--- config.mk ---
export PLATFORM = sky130hd
export DESIGN_NAME = crb_engine
export DESIGN_NICKNAME = d
export VERILOG_FILES = /design/src/rtl/crb_pkg.sv /design/src/rtl/crb_locality.sv /design/src/rtl/crb_ctrl.sv /design/src/rtl/crb_buffer.sv /design/src/rtl/crb_engine.sv
export SDC_FILE = /design/constraint.sdc
export NUM_CORES = 1
export LEC_CHECK = 0
export BUFFER_PORTS_ARGS = -buffer_cell sky130_fd_sc_hd__buf_2
export CAP_MARGIN = 20
export CELL_PAD_IN_SITES_DETAIL_PLACEMENT = 2
export CELL_PAD_IN_SITES_GLOBAL_PLACEMENT = 2
export CORE_MARGIN = 2
export CORE_UTILIZATION = 28
export DETAILED_ROUTE_END_ITERATION = 12
export PLACE_DENSITY_LB_ADDON = 0.1
export RECOVER_POWER = 50
export REMOVE_ABC_BUFFERS = 1
export SYNTH_ARGS = -nofsm -noshare
export SYNTH_HDL_FRONTEND = slang
export SYNTH_SLANG_ARGS = --single-unit
--- constraint.sdc ---
create_clock -name clk -period 4 [get_ports clk]
set_input_delay 0.6 -clock clk [delete_from_list [all_inputs] [get_ports clk]]
set_output_delay 0.6 -clock clk [all_outputs]
set_load 0.02 [all_outputs]
--- src/rtl/crb_pkg.sv ---
package crb_pkg;

    localparam int DW = 32;

    // Register byte offsets; the host software decodes these positions.
    localparam int OFF_LOC_STATE = 'h00;
    localparam int OFF_LOC_CTRL  = 'h08;
    localparam int OFF_LOC_STS   = 'h0C;
    localparam int OFF_IF_ID     = 'h30;
    localparam int OFF_REQ       = 'h40;
    localparam int OFF_STS       = 'h44;
    localparam int OFF_CANCEL    = 'h48;
    localparam int OFF_START     = 'h4C;
    localparam int OFF_CMD_SIZE  = 'h58;
    localparam int OFF_CMD_LO    = 'h5C;
    localparam int OFF_CMD_HI    = 'h60;
    localparam int OFF_RSP_SIZE  = 'h64;
    localparam int OFF_RSP_LO    = 'h68;
    localparam int OFF_RSP_HI    = 'h6C;
    localparam int OFF_BUF       = 'h80;

    localparam int          HDR_BYTES   = 10;
    localparam logic [31:0] RSP_HDR_LEN = 32'd10;

    typedef enum logic [2:0] {
        ST_IDLE,
        ST_TO_READY,
        ST_READY,
        ST_EXEC,
        ST_TO_IDLE
    } ctrl_state_e;

    // Word w of the response header; byte n lives in lane n%4 of word n/4.
    function automatic logic [31:0] rsp_hdr_word(input int unsigned w,
                                                 input logic [15:0] tag,
                                                 input logic [31:0] rc);
        logic [79:0] hdr;
        logic [31:0] o;
        hdr = {tag, RSP_HDR_LEN, rc};
        o   = '0;
        for (int b = 0; b < 4; b++) begin
            if (4 * w + b < HDR_BYTES) begin
                o[8*b +: 8] = hdr[79 - 8*(4*w + b) -: 8];
            end
        end
        return o;
    endfunction

endpackage

--- src/rtl/crb_locality.sv ---
module crb_locality #(
    parameter int LOC_LAT = 2
) (
    input  logic       clk,
    input  logic       rst_n,
    input  logic       ctrl_wr,
    input  logic [1:0] ctrl_bits,
    output logic       granted
);
    localparam int CW = (LOC_LAT > 1) ? $clog2(LOC_LAT) : 1;
    localparam logic [CW-1:0] CNT_INIT = CW'(LOC_LAT - 1);

    typedef struct packed {
        logic          granted;
        logic          pending;
        logic [CW-1:0] cnt;
    } loc_t;

    loc_t loc_d, loc_q;

    always_comb begin
        loc_d = loc_q;
        if (loc_q.pending) begin
            if (loc_q.cnt == '0) begin
                loc_d.pending = 1'b0;
                loc_d.granted = 1'b1;
            end else begin
                loc_d.cnt = loc_q.cnt - 1'b1;
            end
        end
        if (ctrl_wr) begin
            if (ctrl_bits[1]) begin
                loc_d.granted = 1'b0;
                loc_d.pending = 1'b0;
            end else if (ctrl_bits[0] && !loc_q.granted && !loc_q.pending) begin
                loc_d.pending = 1'b1;
                loc_d.cnt     = CNT_INIT;
            end
        end
    end

    always_ff @(posedge clk) begin
        if (!rst_n) loc_q <= '0;
        else        loc_q <= loc_d;
    end

    assign granted = loc_q.granted;


    grant_after_pend_chk: assert property (@(posedge clk) disable iff (!rst_n)
        $rose(loc_q.granted) |-> $past(loc_q.pending));


    release_now_chk: assert property (@(posedge clk) disable iff (!rst_n)
        (ctrl_wr && ctrl_bits[1]) |=> !loc_q.granted);

endmodule

--- src/rtl/crb_ctrl.sv ---
module crb_ctrl
    import crb_pkg::*;
#(
    parameter int STATE_LAT = 4
) (
    input  logic        clk,
    input  logic        rst_n,
    input  logic        loc_ok,
    input  logic        req_wr,
    input  logic        start_wr,
    input  logic        cancel_wr,
    input  logic [1:0]  wbits,
    input  logic        exec_done,
    output ctrl_state_e state,
    output logic        err,
    output logic        cancel,
    output logic        hdr_we
);
    localparam int CW = (STATE_LAT > 1) ? $clog2(STATE_LAT) : 1;
    localparam logic [CW-1:0] CNT_INIT = CW'(STATE_LAT - 1);

    typedef struct packed {
        ctrl_state_e   st;
        logic [CW-1:0] cnt;
        logic          err;
        logic          cancel;
    } ctrl_t;

    ctrl_t ctl_d, ctl_q;
    logic  hdr_we_d;
    logic  go_ready, go_idle, go_start;

    assign go_ready = req_wr   && loc_ok && wbits[0];
    assign go_idle  = req_wr   && loc_ok && wbits[1];
    assign go_start = start_wr && loc_ok && wbits[0];

    always_comb begin
        ctl_d    = ctl_q;
        hdr_we_d = 1'b0;
        if (cancel_wr && loc_ok) ctl_d.cancel = wbits[0];
        unique case (ctl_q.st)
            ST_IDLE: begin
                if (go_ready) begin
                    ctl_d.st  = ST_TO_READY;
                    ctl_d.cnt = CNT_INIT;
                end else if (go_idle) begin
                    ctl_d.err = 1'b0;
                end
            end
            ST_TO_READY: begin
                if (ctl_q.cnt == '0) ctl_d.st  = ST_READY;
                else                 ctl_d.cnt = ctl_q.cnt - 1'b1;
            end
            ST_READY: begin
                if (go_start) begin
                    ctl_d.st = ST_EXEC;
                end else if (go_idle) begin
                    ctl_d.st  = ST_TO_IDLE;
                    ctl_d.cnt = CNT_INIT;
                end
            end
            ST_EXEC: begin
                if (ctl_q.cancel) begin
                    ctl_d.st = ST_READY;
                end else if (exec_done) begin
                    ctl_d.st = ST_READY;
                    hdr_we_d = 1'b1;
                end
            end
            ST_TO_IDLE: begin
                if (ctl_q.cnt == '0) begin
                    ctl_d.st  = ST_IDLE;
                    ctl_d.err = 1'b0;
                end else begin
                    ctl_d.cnt = ctl_q.cnt - 1'b1;
                end
            end
            default: ctl_d.st = ST_IDLE;
        endcase
        if (go_start && ctl_q.st != ST_READY) ctl_d.err = 1'b1;
    end

    always_ff @(posedge clk) begin
        if (!rst_n) begin
            ctl_q.st     <= ST_IDLE;
            ctl_q.cnt    <= '0;
            ctl_q.err    <= 1'b0;
            ctl_q.cancel <= 1'b0;
        end else begin
            ctl_q <= ctl_d;
        end
    end

    assign state  = ctl_q.st;
    assign err    = ctl_q.err;
    assign cancel = ctl_q.cancel;
    assign hdr_we = hdr_we_d;


    exec_end_chk: assert property (@(posedge clk) disable iff (!rst_n)
        $fell(ctl_q.st == ST_EXEC) |-> $past(exec_done || ctl_q.cancel));


    bad_start_err_chk: assert property (@(posedge clk) disable iff (!rst_n)
        (start_wr && loc_ok && wbits[0] && ctl_q.st != ST_READY) |=> ctl_q.err);


    err_clear_chk: assert property (@(posedge clk) disable iff (!rst_n)
        $fell(ctl_q.err) |-> (ctl_q.st == ST_IDLE));


    no_loc_cancel_chk: assert property (@(posedge clk) disable iff (!rst_n)
        (cancel_wr && !loc_ok) |=> $stable(ctl_q.cancel));


    exec_hold_chk: assert property (@(posedge clk) disable iff (!rst_n)
        (ctl_q.st == ST_EXEC && !ctl_q.cancel && !exec_done) |=> (ctl_q.st == ST_EXEC));

endmodule

--- src/rtl/crb_buffer.sv ---
module crb_buffer
    import crb_pkg::*;
#(
    parameter int          BUF_WORDS = 16,
    parameter logic [15:0] RSP_TAG   = 16'h8001,
    localparam int         IW        = $clog2(BUF_WORDS)
) (
    input  logic          clk,
    input  logic          rst_n,
    input  logic          host_we,
    input  logic [IW-1:0] host_idx,
    input  logic [31:0]   host_data,
    input  logic          hdr_we,
    input  logic [31:0]   hdr_rc,
    input  logic [IW-1:0] rd_idx,
    output logic [31:0]   rd_data
);
    localparam int HDR_WORDS = (HDR_BYTES + 3) / 4;
    localparam int LAST_LANES = HDR_BYTES - 4 * (HDR_WORDS - 1);

    typedef struct packed {
        logic [BUF_WORDS-1:0][31:0] mem;
    } buf_t;

    buf_t buf_d, buf_q;
    logic [HDR_WORDS-1:0][31:0] hdr_words;

    for (genvar w = 0; w < HDR_WORDS; w++) begin : g_hdr
        assign hdr_words[w] = rsp_hdr_word(w, RSP_TAG, hdr_rc);
    end

    always_comb begin
        buf_d = buf_q;
        if (host_we) buf_d.mem[host_idx] = host_data;
        if (hdr_we) begin
            for (int w = 0; w < HDR_WORDS; w++) begin
                for (int b = 0; b < 4; b++) begin
                    if (w < HDR_WORDS - 1 || b < LAST_LANES) begin
                        buf_d.mem[w][8*b +: 8] = hdr_words[w][8*b +: 8];
                    end
                end
            end
        end
    end

    always_ff @(posedge clk) begin
        if (!rst_n) buf_q <= '0;
        else        buf_q <= buf_d;
    end

    assign rd_data = buf_q.mem[rd_idx];


    hdr_tail_keep_chk: assert property (@(posedge clk) disable iff (!rst_n)
        (hdr_we && !host_we) |=> $stable(buf_q.mem[HDR_WORDS-1][31:8*LAST_LANES]));

endmodule

--- src/rtl/crb_engine.sv ---
module crb_engine
    import crb_pkg::*;
#(
    parameter int          ADDR_W    = 12,
    parameter int          BUF_WORDS = 16,
    parameter int          STATE_LAT = 4,
    parameter int          LOC_LAT   = 2,
    parameter logic [31:0] IF_ID     = 32'h0001_5A17,
    parameter logic [31:0] DEV_BASE  = 32'hFED4_0000,
    parameter logic [15:0] RSP_TAG   = 16'h8001
) (
    input  logic              clk,
    input  logic              rst_n,
    input  logic              reg_wr,
    input  logic              reg_rd,
    input  logic [ADDR_W-1:0] reg_addr,
    input  logic [31:0]       reg_wdata,
    output logic [31:0]       reg_rdata,
    output logic              exec_busy,
    output logic              exec_cancel,
    input  logic              exec_done,
    input  logic [31:0]       exec_rc
);
    localparam int          IW        = $clog2(BUF_WORDS);
    localparam int          BUF_BYTES = 4 * BUF_WORDS;
    localparam logic [31:0] BUF_ADDR  = DEV_BASE + 32'(OFF_BUF);

    typedef struct packed {
        logic [31:0] rdata;
    } rd_t;

    rd_t rd_d, rd_q;

    logic              granted, err, cancel, hdr_we;
    ctrl_state_e       state;
    logic [ADDR_W-1:0] buf_off;
    logic              in_buf;
    logic [31:0]       buf_rd;

    function automatic logic hit(input logic [ADDR_W-1:0] a, input int off);
        return a == ADDR_W'(off);
    endfunction

    assign buf_off = reg_addr - ADDR_W'(OFF_BUF);
    assign in_buf  = (reg_addr >= ADDR_W'(OFF_BUF)) && (buf_off < ADDR_W'(BUF_BYTES));

    crb_locality #(.LOC_LAT(LOC_LAT)) u_loc (
        .clk       (clk),
        .rst_n     (rst_n),
        .ctrl_wr   (reg_wr && hit(reg_addr, OFF_LOC_CTRL)),
        .ctrl_bits (reg_wdata[1:0]),
        .granted   (granted)
    );

    crb_ctrl #(.STATE_LAT(STATE_LAT)) u_ctrl (
        .clk       (clk),
        .rst_n     (rst_n),
        .loc_ok    (granted),
        .req_wr    (reg_wr && hit(reg_addr, OFF_REQ)),
        .start_wr  (reg_wr && hit(reg_addr, OFF_START)),
        .cancel_wr (reg_wr && hit(reg_addr, OFF_CANCEL)),
        .wbits     (reg_wdata[1:0]),
        .exec_done (exec_done),
        .state     (state),
        .err       (err),
        .cancel    (cancel),
        .hdr_we    (hdr_we)
    );

    crb_buffer #(.BUF_WORDS(BUF_WORDS), .RSP_TAG(RSP_TAG)) u_buf (
        .clk       (clk),
        .rst_n     (rst_n),
        .host_we   (reg_wr && in_buf && granted),
        .host_idx  (buf_off[IW+1:2]),
        .host_data (reg_wdata),
        .hdr_we    (hdr_we),
        .hdr_rc    (exec_rc),
        .rd_idx    (buf_off[IW+1:2]),
        .rd_data   (buf_rd)
    );

    always_comb begin
        rd_d = rd_q;
        if (reg_rd) begin
            rd_d.rdata = '0;
            if (in_buf) begin
                rd_d.rdata = buf_rd;
            end else begin
                unique case (1'b1)
                    hit(reg_addr, OFF_LOC_STATE): rd_d.rdata = {24'd0, 1'b1, 5'd0, granted, 1'b0};
                    hit(reg_addr, OFF_LOC_STS):   rd_d.rdata = {31'd0, granted};
                    hit(reg_addr, OFF_IF_ID):     rd_d.rdata = IF_ID;
                    hit(reg_addr, OFF_REQ):       rd_d.rdata = {30'd0, state == ST_TO_IDLE, state == ST_TO_READY};
                    hit(reg_addr, OFF_STS):       rd_d.rdata = {30'd0, state == ST_IDLE, err};
                    hit(reg_addr, OFF_CANCEL):    rd_d.rdata = {31'd0, cancel};
                    hit(reg_addr, OFF_START):     rd_d.rdata = {31'd0, state == ST_EXEC};
                    hit(reg_addr, OFF_CMD_SIZE),
                    hit(reg_addr, OFF_RSP_SIZE):  rd_d.rdata = 32'(BUF_BYTES);
                    hit(reg_addr, OFF_CMD_LO),
                    hit(reg_addr, OFF_RSP_LO):    rd_d.rdata = BUF_ADDR;
                    default:                      rd_d.rdata = '0;
                endcase
            end
        end
    end

    always_ff @(posedge clk) begin
        if (!rst_n) rd_q <= '0;
        else        rd_q <= rd_d;
    end

    assign reg_rdata   = rd_q.rdata;
    assign exec_busy   = (state == ST_EXEC);
    assign exec_cancel = cancel;


    no_loc_start_chk: assert property (@(posedge clk) disable iff (!rst_n)
        (reg_wr && hit(reg_addr, OFF_START) && !granted && !exec_busy) |=> !exec_busy);


    busy_needs_loc_chk: assert property (@(posedge clk) disable iff (!rst_n)
        $rose(exec_busy) |-> $past(granted));

endmodule

==> metrics <==
Setup crit start reg_addr[7]; Static Leak 9.13 nW; placed inst area about 0.026 mm^2; status complete, but fails checks; Residual DRC 0; clock slew at reported path FFs 0.06 ns; #FFs+latches synth between 500 and 600; die width 296 um; final WL approximately 100 mm; Yosys cell types 60; worst hold margin between 0.15 and 0.2 ns; slew margin rel. -0.283; Vias/cell ~5.3; final hold violation count 0; RSZ-0062 raised after global routing false; nets approximately 2.9k; CP max stage delay between 0.9 and 1 ns; CP Capture Type flop; clk root buf clkbuf_16; post-synthesis adder-cell area fraction 0.00105; die area between 0.08 and 0.09 mm^2; most common cell after layout, fill and taps aside nand2_1; most frequent cells in the layout nand2_1 (1023), dfxtp_1 (554), a21oi_1 (502); Detail Placement HPWL between 60 and 70 mm; Setup CP Type in2reg; Post-Synthesis Cell Area 0.0239 mm^2; drt pass-1 iters 4; # H-tree levels 3; # hold bufs at CTS 0; CTS tree done; Final period util 0.799; asr flop ratio synth 0; most frequent CP cell nand3_1; Synth Area in Compound Gates 0.146; R2R setup slack 1.00 ns; Worst Setup Start Kind primary input; CP arrival around 3.7 ns; first-pass GRT wire length around 150 mm; Max Cap Viol 1; Largest delay share family, worst path simple AND/OR/NAND/NOR gates; Worst Setup EP reg_rdata[23]; RD Place Congestion ~0.75; area grow syn2layout 15.8%; Max Slew Vio Count 30; Reg-to-Reg End u_buf.buf_q[487]; IO buf count about 110; dpl ws a little under 0.9 ns; Peak VDD IR ~280 uV; clk sink count roughly 550; Hold Crit Class in2reg; setup_tns 0 ns; most used flip-flop cell after synthesis dfxtp_1; largest net degree at the start of global routing between 100 and 150; Final ANT Viol Nets 0; total grt overflow 0; Crit path required time roughly 4.5 ns; clk_skew 0.0219 ns; EDFF count, synth 0; Final min period 3.20 ns; gr usage total 0.239; Setup Fix Bufs, Post-CTS 0; post-CTS resize count 0; failing checks capacitance limit, slew limit; average cell area after synthesis 8.51 um^2; mux contribution to synthesized area 0.141; Initial Utilization 0.282; Simple-Gate Fraction of Synth Area 0.193; layout cells sized above 1 0.148; crit path buf inv count 3; CP Depth 9; xor-xnor portion of the synthesized cell area 0.00209; height of the die around 300 um; Core Rows 107; buffer depth of the longest clock path 3; cells after synthesis approximately 2.8k; r2r startpoint u_loc.granted; Vias about 21k; Iteration-0 DRC Markers between 1k and 1.5k; crit path max-delay cell type nand3_1; main combinational cell family by area after synthesis simple AND/OR/NAND/NOR gates; R2R depth 7; power per cell area approximately 450 mW/mm^2; FMAX around 310 MHz; insertion delay to the later sink of the worst-skew pair around 0.61 ns; crit path max fanout 13; initial antenna violation count 4; Top Ports ~120; final worst slack between 0.8 and 0.9 ns; final cell area excluding filler cells around 0.028 mm^2; Seq/Total Area, Yosys 0.464; Cell Chain, Critical Path buf_2 > inv_1 > ha_1 > xor2_1 > nor3_1 > nand3_1 > clkbuf_1 > a21o_1 > nand3_1; Setup violations, final 0; Worst-Margin Slew 1.92 ns; vias in the first global route between 20k and 25k; CTS buffer count between 60 and 70; drt wl/cell about 26 um; Finished Core Util 0.326; synth warn 0; core area 0.0849 mm^2
## worst min path at each step
stage | from | end | slack (ns) | depth (start not counted)
2_1_floorplan | u_buf.buf_q[47] | u_buf.buf_q[47] | 0.43 | 2
3_3_place_gp | reg_rdata[3] | reg_rdata[3] | 0.43 | 1
4_1_cts | exec_rc[5] | u_buf.buf_q[77] | 0.15 | 3
3_5_place_dp | reg_rdata[3] | reg_rdata[3] | 0.44 | 1
5_1_grt | exec_rc[2] | u_buf.buf_q[74] | 0.17 | 3
6_report | exec_rc[5] | u_buf.buf_q[77] | 0.19 | 3
## routing by layer
metal,track usage,up-vias,part of all wire
met5,0,-,0.00012
met4,0.0759,2,0.030
met3,0.0276,169,0.031
met2,0.414,337,0.49
met1,0.309,11000,0.45
li1,-,9475,-
## state kept, by name, indices dropped and copies added, names as in the netlist
name,flops
u_loc.loc_q,2
u_buf.buf_q,512
reg_rdata,32
u_ctrl.cancel,1
u_ctrl.err,1
u_ctrl.ctl_q,2
u_loc.granted,1
u_ctrl.state,3
## through the flow
stage	cells	power [mW]
3_3_place_gp	3863	6.18
5_1_grt	3984	12.8
6_report	3985	12.4
4_1_cts	3984	12.6
3_5_place_dp	3863	6.18
2_1_floorplan	2533	5.81
## worst min-delay path, delay by kind of cell
kind            cells  cell delay (ns)
compound gates      1             0.05
simple gates        1             0.04
buf+inv             1             0.08
## layout make-up
cell class | count | area [um^2]
Multi-Input combinational cell | 1969 | 11600
Tap cell | 1144 | 1430
Antenna cell | 1 | 2.50
Fill cell | 9531 | 57200
Clock inverter | 17 | 173
Sequential cell | 554 | 11100
Clock buffer | 104 | 2080
Timing Repair Buffer | 186 | 1230
Inverter | 10 | 45.0
## logic make-up (layout without fill, tap and decap cells)
logic type               count (synthesis)  in the layout
AO/OA/AOI/OAI                          644            644
XOR/XNOR                                 4              4
adder cells (fa/ha/maj)                  2              2
buffers and inverters                  289            317
flip-flops                             554            554
multiplexers                           173            173
other                                    0              1
AND/OR/NAND/NOR                       1146           1146
## cells in the mapped netlist (8+ instances only)
cell type / instances / area (um^2)
nand2_1: 1029 / 3860
inv_1: 9 / 33.8
nand3_1: 18 / 90.1
a21o_1: 21 / 158
and3_1: 8 / 50.1
a21oi_1: 502 / 2510
a22oi_1: 51 / 383
o21ai_0: 38 / 190
dfxtp_1: 554 / 11100
buf_1: 8 / 30.0
buf_4: 9 / 67.6
clkbuf_1: 174 / 653
mux2i_1: 42 / 420
buf_2: 82 / 410
mux4_2: 131 / 2950
nor2_1: 28 / 105
## power breakdown
group	leakage (nW)	switching, mW	internal, mW
logic	3.57	0.399	0.126
registers	4.46	0.00103	5.52
clock network	1.10	2.59	3.72
No activity file was read; power rests on OpenSTA's default activity.
